<file path="src/rtl/txwb_pkg.sv">
package txwb_pkg;
    typedef enum logic [1:0] {
        POS_MID   = 2'b00,
        POS_END   = 2'b01,
        POS_START = 2'b10,
        POS_ONLY  = 2'b11
    } pos_e;

    typedef enum logic {
        ST_IDLE = 1'b0,
        ST_BODY = 1'b1
    } trk_st_e;
endpackage

</file>
<file path="src/rtl/txwb_skid.sv">
module txwb_skid #(
    parameter int W = 8
) (
    input  logic         clk,
    input  logic         rst_n,
    input  logic         in_valid,
    output logic         in_ready,
    input  logic [W-1:0] in_data,
    output logic         out_valid,
    output logic [W-1:0] out_data,
    input  logic         out_take
);
    logic         hold_v;
    logic [W-1:0] hold_d;

    assign in_ready  = !hold_v;
    assign out_valid = hold_v || in_valid;
    assign out_data  = hold_v ? hold_d : in_data;

    always_ff @(posedge clk) begin
        if (!rst_n) begin
            hold_v <= 1'b0;
            hold_d <= '0;
        end else if (hold_v) begin
            if (out_take) hold_v <= 1'b0;
        end else if (in_valid && !out_take) begin
            hold_v <= 1'b1;
            hold_d <= in_data;
        end
    end

    AST_SKID_CAPTURE: assert property (@(posedge clk) disable iff (!rst_n)
        in_valid && in_ready && !out_take |=> hold_v && hold_d == $past(in_data));
    AST_SKID_KEEP: assert property (@(posedge clk) disable iff (!rst_n)
        hold_v && !out_take |=> hold_v && $stable(hold_d));
endmodule

</file>
<file path="src/rtl/txwb_tracker.sv">
module txwb_tracker
    import txwb_pkg::*;
#(
    parameter int IDX_W  = 3,
    parameter int STAT_W = 4
) (
    input  logic              clk,
    input  logic              rst_n,
    input  logic              ev_valid,
    input  logic [1:0]        ev_pos,
    input  logic [IDX_W-1:0]  ev_idx,
    input  logic              ev_err,
    input  logic [STAT_W-1:0] ev_stat,
    output logic              ev_take,
    output logic              wb_valid,
    input  logic              wb_ready,
    output logic [IDX_W-1:0]  wb_idx,
    output logic              wb_has_stat,
    output logic              wb_err,
    output logic [STAT_W-1:0] wb_stat,
    output logic              seq_err
);
    trk_st_e           st_q, st_d;
    logic              acc_err_q, acc_err_d;
    logic [STAT_W-1:0] acc_stat_q, acc_stat_d;
    logic              emit, emit_hs, emit_err, bad;
    logic [STAT_W-1:0] emit_stat;

    assign ev_take = ev_valid && (!wb_valid || wb_ready);

    always_comb begin
        st_d       = st_q;
        acc_err_d  = acc_err_q;
        acc_stat_d = acc_stat_q;
        emit       = 1'b0;
        emit_hs    = 1'b0;
        emit_err   = 1'b0;
        emit_stat  = '0;
        bad        = 1'b0;
        if (ev_take) begin
            unique case (pos_e'(ev_pos))
                POS_ONLY: begin
                    emit       = 1'b1;
                    emit_hs    = 1'b1;
                    emit_err   = ev_err;
                    emit_stat  = ev_stat;
                    st_d       = ST_IDLE;
                    acc_err_d  = 1'b0;
                    acc_stat_d = '0;
                end
                POS_START: begin
                    emit       = 1'b1;
                    st_d       = ST_BODY;
                    acc_err_d  = ev_err;
                    acc_stat_d = ev_stat;
                end
                POS_MID: begin
                    unique case (st_q)
                        ST_BODY: begin
                            acc_err_d  = acc_err_q | ev_err;
                            acc_stat_d = acc_stat_q | ev_stat;
                        end
                        ST_IDLE: bad = 1'b1;
                    endcase
                end
                POS_END: begin
                    unique case (st_q)
                        ST_BODY: begin
                            emit       = 1'b1;
                            emit_hs    = 1'b1;
                            emit_err   = acc_err_q | ev_err;
                            emit_stat  = acc_stat_q | ev_stat;
                            st_d       = ST_IDLE;
                            acc_err_d  = 1'b0;
                            acc_stat_d = '0;
                        end
                        ST_IDLE: bad = 1'b1;
                    endcase
                end
            endcase
        end
    end

    always_ff @(posedge clk) begin
        if (!rst_n) begin
            st_q       <= ST_IDLE;
            acc_err_q  <= 1'b0;
            acc_stat_q <= '0;
        end else begin
            st_q       <= st_d;
            acc_err_q  <= acc_err_d;
            acc_stat_q <= acc_stat_d;
        end
    end

    always_ff @(posedge clk) begin
        if (!rst_n) begin
            wb_valid    <= 1'b0;
            wb_idx      <= '0;
            wb_has_stat <= 1'b0;
            wb_err      <= 1'b0;
            wb_stat     <= '0;
            seq_err     <= 1'b0;
        end else begin
            seq_err <= bad;
            if (wb_valid && wb_ready) wb_valid <= 1'b0;
            if (emit) begin
                wb_valid    <= 1'b1;
                wb_idx      <= ev_idx;
                wb_has_stat <= emit_hs;
                wb_err      <= emit_err;
                wb_stat     <= emit_stat;
            end
        end
    end

    AST_WB_HOLD: assert property (@(posedge clk) disable iff (!rst_n)
        wb_valid && !wb_ready |=> wb_valid && $stable(wb_idx) && $stable(wb_has_stat)
            && $stable(wb_err) && $stable(wb_stat));
    AST_START_NOSTAT: assert property (@(posedge clk) disable iff (!rst_n)
        wb_valid && !wb_has_stat |-> !wb_err && wb_stat == '0);
    AST_SEQERR_IDLE: assert property (@(posedge clk) disable iff (!rst_n)
        seq_err |-> st_q == ST_IDLE);
    AST_MID_SILENT: assert property (@(posedge clk) disable iff (!rst_n)
        ev_take && ev_pos == 2'b00 && !(wb_valid && !wb_ready) |=> !wb_valid);
endmodule

</file>
<file path="src/rtl/txwb_actmap.sv">
module txwb_actmap #(
    parameter int NUM_DESC = 8,
    parameter int IDX_W    = 3
) (
    input  logic                clk,
    input  logic                rst_n,
    input  logic                set_we,
    input  logic [IDX_W-1:0]    set_idx,
    input  logic                clr_we,
    input  logic [IDX_W-1:0]    clr_idx,
    output logic [NUM_DESC-1:0] map
);
    for (genvar i = 0; i < NUM_DESC; i++) begin : g_flag
        logic flag_q;
        always_ff @(posedge clk) begin
            if (!rst_n)                                   flag_q <= 1'b0;
            else if (set_we && set_idx == IDX_W'(i))      flag_q <= 1'b1;
            else if (clr_we && clr_idx == IDX_W'(i))      flag_q <= 1'b0;
        end
        assign map[i] = flag_q;
    end

    AST_ARM_SETS: assert property (@(posedge clk) disable iff (!rst_n)
        set_we |=> map[$past(set_idx)]);
    AST_WB_CLEARS: assert property (@(posedge clk) disable iff (!rst_n)
        clr_we && !(set_we && set_idx == clr_idx) |=> !map[$past(clr_idx)]);
endmodule

</file>
<file path="src/rtl/tx_wb_ctrl.sv">
module tx_wb_ctrl #(
    parameter int NUM_DESC = 8,
    parameter int STAT_W   = 4,
    localparam int IDX_W   = $clog2(NUM_DESC)
) (
    input  logic                clk,
    input  logic                rst_n,
    input  logic                done_valid,
    output logic                done_ready,
    input  logic [1:0]          done_pos,
    input  logic [IDX_W-1:0]    done_idx,
    input  logic                done_err,
    input  logic [STAT_W-1:0]   done_stat,
    output logic                wb_valid,
    input  logic                wb_ready,
    output logic [IDX_W-1:0]    wb_idx,
    output logic                wb_has_stat,
    output logic                wb_err,
    output logic [STAT_W-1:0]   wb_stat,
    input  logic                arm_we,
    input  logic [IDX_W-1:0]    arm_idx,
    output logic [NUM_DESC-1:0] active_map,
    output logic                seq_err
);
    localparam int EV_W = 2 + IDX_W + 1 + STAT_W;

    logic            ev_valid, ev_take;
    logic [EV_W-1:0] ev_bus;

    txwb_skid #(.W(EV_W)) u_skid (
        .clk      (clk),
        .rst_n    (rst_n),
        .in_valid (done_valid),
        .in_ready (done_ready),
        .in_data  ({done_pos, done_idx, done_err, done_stat}),
        .out_valid(ev_valid),
        .out_data (ev_bus),
        .out_take (ev_take)
    );

    txwb_tracker #(.IDX_W(IDX_W), .STAT_W(STAT_W)) u_trk (
        .clk        (clk),
        .rst_n      (rst_n),
        .ev_valid   (ev_valid),
        .ev_pos     (ev_bus[EV_W-1 -: 2]),
        .ev_idx     (ev_bus[STAT_W+1 +: IDX_W]),
        .ev_err     (ev_bus[STAT_W]),
        .ev_stat    (ev_bus[STAT_W-1:0]),
        .ev_take    (ev_take),
        .wb_valid   (wb_valid),
        .wb_ready   (wb_ready),
        .wb_idx     (wb_idx),
        .wb_has_stat(wb_has_stat),
        .wb_err     (wb_err),
        .wb_stat    (wb_stat),
        .seq_err    (seq_err)
    );

    txwb_actmap #(.NUM_DESC(NUM_DESC), .IDX_W(IDX_W)) u_map (
        .clk    (clk),
        .rst_n  (rst_n),
        .set_we (arm_we),
        .set_idx(arm_idx),
        .clr_we (wb_valid && wb_ready),
        .clr_idx(wb_idx),
        .map    (active_map)
    );
endmodule

</file>
<file path="config.mk">
export PLATFORM = sky130hd
export DESIGN_NAME = tx_wb_ctrl
export DESIGN_NICKNAME = d
export VERILOG_FILES = /design/src/rtl/txwb_pkg.sv /design/src/rtl/txwb_skid.sv /design/src/rtl/txwb_tracker.sv /design/src/rtl/txwb_actmap.sv /design/src/rtl/tx_wb_ctrl.sv
export SDC_FILE = /design/constraint.sdc
export NUM_CORES = 1
export LEC_CHECK = 0
export BUFFER_PORTS_ARGS = -buffer_cell sky130_fd_sc_hd__buf_2
export CAP_MARGIN = 30
export CORE_ASPECT_RATIO = 1.75
export CORE_MARGIN = 2
export CORE_UTILIZATION = 45
export DETAILED_ROUTE_END_ITERATION = 10
export PLACE_DENSITY = 0.69
export SLEW_MARGIN = 20
export SYNTH_ARGS = -nofsm -noshare
export SYNTH_HDL_FRONTEND = slang
export SYNTH_SLANG_ARGS = --single-unit
</file>
<file path="constraint.sdc">
create_clock -name clk -period 1.8 [get_ports clk]
set_clock_uncertainty 0.1 [all_clocks]
set_input_delay 0.45 -clock clk [delete_from_list [all_inputs] [get_ports clk]]
set_output_delay 0.45 -clock clk [all_outputs]
set_load 0.01 [all_outputs]
</file>
==> Word-level counts from Yosys, hierarchy flattened <==
Cells that the tools add are included.
{ "totals": {"reg_bits": 36, "in_bits": 18, "out_inout_bits": 20, "word_cells": 126} }
{ "classes": {"n_eq_ne": 19, "muxes": 41, "n_bitwise": 3, "reduce_logical": 44} }
{ "op_table": {"columns": ["cell", "n"], "rows": [
  ["$mux W1", 29],
  ["$eq A3 B3 Y1 const B", 8],
  ["$reduce_bool A2 Y1", 10],
  ["$logic_and A1 B1 Y1", 19],
  ["$mux W4", 4],
  ["$pmux W4 S4", 1],
  ["$eq A3 B2 Y1 const B", 4],
  ["$mux W10", 1],
  ["$pmux W1 S2", 4],
  ["$pmux W4 S2", 1],
  ["$eq A3 B1 Y1 const B", 2],
  ["$logic_not A3 Y1", 2],
  ["$reduce_and A3 Y1", 2],
  ["$reduce_or A2 Y1", 3],
  ["$eq A2 B2 Y1 const B", 2],
  ["$ne A2 B1 Y1 const B", 2],
  ["$or A4 B4 Y4", 1],
  ["$pmux W1 S4", 1],
  ["$reduce_and A2 Y1", 2],
  ["$logic_not A1 Y1", 3],
  ["$eq A2 B1 Y1 const B", 1],
  ["$logic_not A2 Y1", 1],
  ["$logic_or A1 B1 Y1", 2],
  ["$not A1 Y1", 1],
  ["$or A1 B1 Y1", 1]
]} }

==> Longest topological paths before layout <==
{ "logic_depth": {"ltp_word": 7, "ltp_mapped": 7, "ltp_nobuf": 4} }

==> Cells and area by module <==
From an unflattened synthesis, not the netlist that was laid out.
{ "hier_totals": {"cells_unflattened": 190, "hier_area_um2": 1783.0} }
{ "modules_own_cells": {"columns": ["module", "n_inst", "cells_each", "area_per_inst_um2"], "rows": [
  ["txwb_tracker", 1, 80, 745.7],
  ["txwb_skid", 1, 59, 568.0],
  ["txwb_actmap", 1, 50, 462.9],
  ["tx_wb_ctrl", 1, 1, 6.3]
]} }

==> Worst setup path before layout <==
OpenSTA, ideal clock, no wires.
{ "synth_timing": {"path_type": "input port to flip-flop", "start": "input wb_ready", "end": "register u_trk.st_q", "setup_ns": 0.119, "arrival_time_ns": 1.293, "t_required_ns": 1.581, "setup_slack_ns": 0.288, "stages": 3, "n_path_buf": 0, "path_cell_list": "and2b_1 > or2_2 > o221a_2"} }
{ "synth_via": {"elab_chain_len": 3} }
{ "synth_lines": {"columns": ["item", "line", "rtl"], "rows": [
  ["start, declared", "tx_wb_ctrl.sv:15", "input logic wb_ready,"],
  ["$logic_or A1 B1 Y1", "txwb_tracker.sv:29", "assign ev_take = ev_valid && (!wb_valid || wb_ready);"],
  ["$logic_and A1 B1 Y1", "txwb_tracker.sv:29", null],
  ["$reduce_and A2 Y1 (no line)", null, null],
  ["end signal, assigned", "txwb_tracker.sv:90", "st_q <= st_d;"],
  ["end, declared", "txwb_tracker.sv:23", "trk_st_e st_q, st_d;"]
]} }
No other way between the ends.
A chain may end at the register's enable or synchronous reset.

==> Worst setup path in the final report <==
{ "layout_timing": {"start": "register u_skid.hold_v", "end": "register u_trk.wb_stat[1]"} }
{ "layout_via": {"elab_chain_len": 5, "word_cells_on_any_way": 13, "cone_classes": "eq/ne: 3; mux: 6; bitwise: 1; reduce/logical: 3"} }
{ "layout_lines": {"columns": ["item", "line", "rtl"], "rows": [
  ["start, declared", "txwb_skid.sv:13", "logic hold_v;"],
  ["start signal, assigned", "txwb_skid.sv:22", "hold_v <= 1'b0;"],
  ["start signal, assigned", "txwb_skid.sv:25", "if (out_take) hold_v <= 1'b0;"],
  ["start signal, assigned", "txwb_skid.sv:27", "hold_v <= 1'b1;"],
  ["$mux W10", "txwb_skid.sv:18", "assign out_data = hold_v ? hold_d : in_data;"],
  ["$eq A2 B2 Y1 / $or A4 B4 Y4 (equally long branches)", "txwb_tracker.sv:41, txwb_tracker.sv:72", null],
  ["$reduce_or A2 Y1 (no line) / $mux W4 (equally long branches)", null, null],
  ["$pmux W1 S2 / $pmux W4 S2 (equally long branches)", "txwb_tracker.sv:41", "unique case (pos_e'(ev_pos))"],
  ["$mux W1 / $mux W4 (equally long branches)", "txwb_tracker.sv:40", "if (ev_take) begin"],
  ["end signal, assigned", "txwb_tracker.sv:112", "wb_stat <= emit_stat;"],
  ["end, declared", "txwb_tracker.sv:20", "output logic [STAT_W-1:0] wb_stat,"]
]} }
Parallel ways exist; a longest one is shown, timed or not.

==> key figures <==
Critical path
  – Buffers & Inverters on Critical Path: 0
  – Crit-path max cell delay: roughly 470 ps
  – Critical Path Slowest Stage Cell: dfxtp_1
  – RR Endpoint: u_trk.wb_stat[1]$_SDFFE_PN0P_
  – Crit Path Max Fanout: 6
  – Launch point of the worst reg-to-reg path: u_skid.hold_v$_SDFF_PN0_
  – R2R setup slack: 120 ps
  – Critical Path Source Type: flop
  – Element type at the critical path end: flop
  – CP Data Arrival Time: 1790 ps
  – Worst-path cell chain: mux2i_4 > o21ai_2 > a21oi_2 > o2bb2ai_1
  – Delay-heaviest family, CP: compound AO/OA/AOI/OAI gates
  – Setup Crit Path Kind: reg2reg
  – CP Data Required Time: 1910 ps
  – R2r worst-path depth: 4
  – Critical path depth: 4

Clock tree
  – H-tree levels: 2
  – PostCTS Resize Cnt: 0
  – Clock Pin Slew Worst Setup and Hold Paths: ~70 ps
  – Post-CTS Hold Buffers: 0
  – CTS sink count: 36
  – CTS tree: yes
  – CTS buffer count: 5
  – Root Buffer: clkbuf_8
  – Bufs on Longest Clock Path: 2
  – Post-CTS Setup Repair Bufs: 0
  – Clock Latency Late Sink: 280 ps

Global routing
  – Largest net degree at the start of global routing: 26
  – Initial antenna violation count: 0
  – GR Overflow Total: 0
  – First-pass GRT wire length: 5.78 mm
  – Vias in the first global route: 1353
  – GRT Util Overall: 0.188

Worst hold path
  – Min-Delay Endpoint: u_skid.hold_d[6]$_SDFFE_PN0P_
  – Hold WC Path Type: in2reg
  – Worst hold start: done_idx[1]
  – Worst Hold Depth: 3

Pwr
  – Pwr Density: 906 mW/mm^2
  – Sw power: 402 uW
  – VDD IR-drop max: 0.769 mV
  – Total Power: approximately 1.7 mW
  – Combinational share of power: 0.113
  – Internal power: 1.32 mW
  – Part of the power in registers: 0.493
  – Leak: 0.723 nW
  – Net Sw Frac: 0.233
  – Part of the power in the clock network: 0.394

Place
  – Final GP Congestion: a little under 0.8
  – Hpwl dp: 2.67 mm
  – Port Buffer Count: 37
  – Placed Instances: 243
  – Post-DP Area: 0.00178 mm^2

Final layout
  – Core Util, Final: 0.565
  – ANT cells: 0
  – Commonest cells after routing, fill and taps aside: buf_2, dfxtp_1, nand2_1
  – Final instance area: 0.00190 mm^2
  – Fin nets: 224
  – Layout cells sized above 1: 0.304
  – Final Non-Filler Cells: 252
  – Commonest non-fill, non-tap cell in the layout: buf_2
  – Syn-to-layout area delta: 21.0%

Route
  – Vias per inst: 5.31
  – Post-route antenna net violation count: 0
  – DRC: 0
  – Starting DRT DRC Count: 14
  – Detailed Route WL: 3.51 mm
  – WL per Instance: about 14 um
  – Via count: 1339
  – Pre-Repair DR Iteration Count: 4

Synthesis
  – #FFs+latches synth: 36
  – Post-Syn Area: 0.00157 mm^2
  – Syn. warnings: 0
  – Cells after Synth: 168
  – Sequential-to-total area share from yosys stat: 0.459
  – Avg Synthesized Cell Area: 9.35 um^2
  – Yosys cell types: 36
  – Synthesized net count: 186

Timing
  – Clock period minus worst slack: 1680 ps
  – RSZ-0062 raised after global routing: no
  – Final hold violation count: 0
  – Peak Freq: 0.596 GHz
  – Final cycle utilization of the critical path: 0.932
  – Endpoints failing setup: 0
  – Slew @ Worst Pin: 398 ps
  – Setup TNS: 0 ps
  – Max-slew violations: 0
  – Max transition margin: 0.734

Floorplanning
  – Initial Utilization: 0.467
  – Ports: 38
  – Row cnt: 28
  – DIE HEIGHT: 82.1 um
  – Core area: 0.00336 mm^2
  – Die Wd: 48.7 um
  – Die area: 0.00400 mm^2

Run
  – Max cap viols: 0

Run status
  – Outcome: completed
[logic make-up after synthesis]
| group | share of synthesized area |
|---|---|
| buf+inv | 0.0614 |
| compound gates | 0.245 |
| mux | 0.0789 |
| flops | 0.459 |
| simple gates | 0.156 |
[per-stage QoR]
step,hold slack (ps),setup slack (ps)
floorplan,327,288
global placement,339,145
detailed placement,346,91.4
CTS,308,67.2
global route,313,21.3
finish,317,122
[power by group through the flow]
stage	sequential [mW]	combinational (mW)	clock [mW]
after global placement	0.863	0.186	0
final	0.848	0.195	0.678
after CTS	0.847	0.193	0.700
after detailed placement	0.866	0.192	0
after global routing	0.851	0.214	0.730
after floorplan	0.867	0.117	0
[synth_stat cells, drive strengths merged]
cell type  instances  area share
buf               11       0.049
inv                2      0.0048
o31ai              2      0.0096
mux2i             10       0.072
o221a              1      0.0072
o21ai              8       0.028
or2                1      0.0040
nand2b             2      0.0080
o21a               1      0.0048
and3               1      0.0040
nor3b              1      0.0048
o2bb2ai           10       0.056
and2b              1      0.0048
a211oi             3       0.018
nand3b             1      0.0048
nor3               1      0.0032
dfxtp             36        0.46
nor2b              3       0.012
a2111oi            1       0.018
clkinv             1      0.0024
a21oi             23       0.080
nor2               4       0.011
nand3              7       0.022
mux2               1      0.0072
nand4              1      0.0040
nand2             27       0.068
clkbuf             2      0.0048
and2               1      0.0056
a21boi             5       0.024
[metal layers]
layer  GRT usage  vias up  share of wire
li1            -      668              -
met1       0.182      633           0.38
met2       0.368       32           0.57
met3      0.0468        6          0.038
met4      0.0886        0          0.017
met5           0        -              0
[cell type report]
class / instances / area [um^2]
sequential: 36 / 721
tap: 45 / 56.3
clock buffer: 6 / 72.6
multi-input combinational: 117 / 762
clock inverter: 2 / 35.0
timing repair buffer: 43 / 243
inverter: 3 / 11.3
fill: 341 / 1460
[worst min-delay path: stages]
cell and delay (ps):
buf_2 110, nand2_1 50, a21oi_1 50
[sequential cells by signal, summed over array words and instances (netlist names)]
name,cells
u_map.g_flag.flag_q,8
u_skid.hold_d,10
u_skid.hold_v,1
u_trk.acc_err_q,1
u_trk.acc_stat_q,4
u_trk.seq_err,1
u_trk.st_q,1
u_trk.wb_err,1
u_trk.wb_has_stat,1
u_trk.wb_idx,3
u_trk.wb_stat,4
u_trk.wb_valid,1
[how the worst max path moves through the flow]
stage,slack (ps),start,to
after floorplan,290,wb_ready,u_trk.st_q$_SDFFE_PN0P_
after global placement,140,wb_ready,u_trk.st_q$_SDFFE_PN0P_
after detailed placement,90,u_skid.hold_v$_SDFF_PN0_,u_trk.wb_stat[3]$_SDFFE_PN0P_
after CTS,70,u_skid.hold_v$_SDFF_PN0_,u_trk.wb_stat[0]$_SDFFE_PN0P_
after global routing,20,u_skid.hold_v$_SDFF_PN0_,u_trk.wb_idx[2]$_SDFFE_PN0P_
final,120,u_skid.hold_v$_SDFF_PN0_,u_trk.wb_stat[1]$_SDFFE_PN0P_
Note: power is estimated with default switching activity, not from simulation.
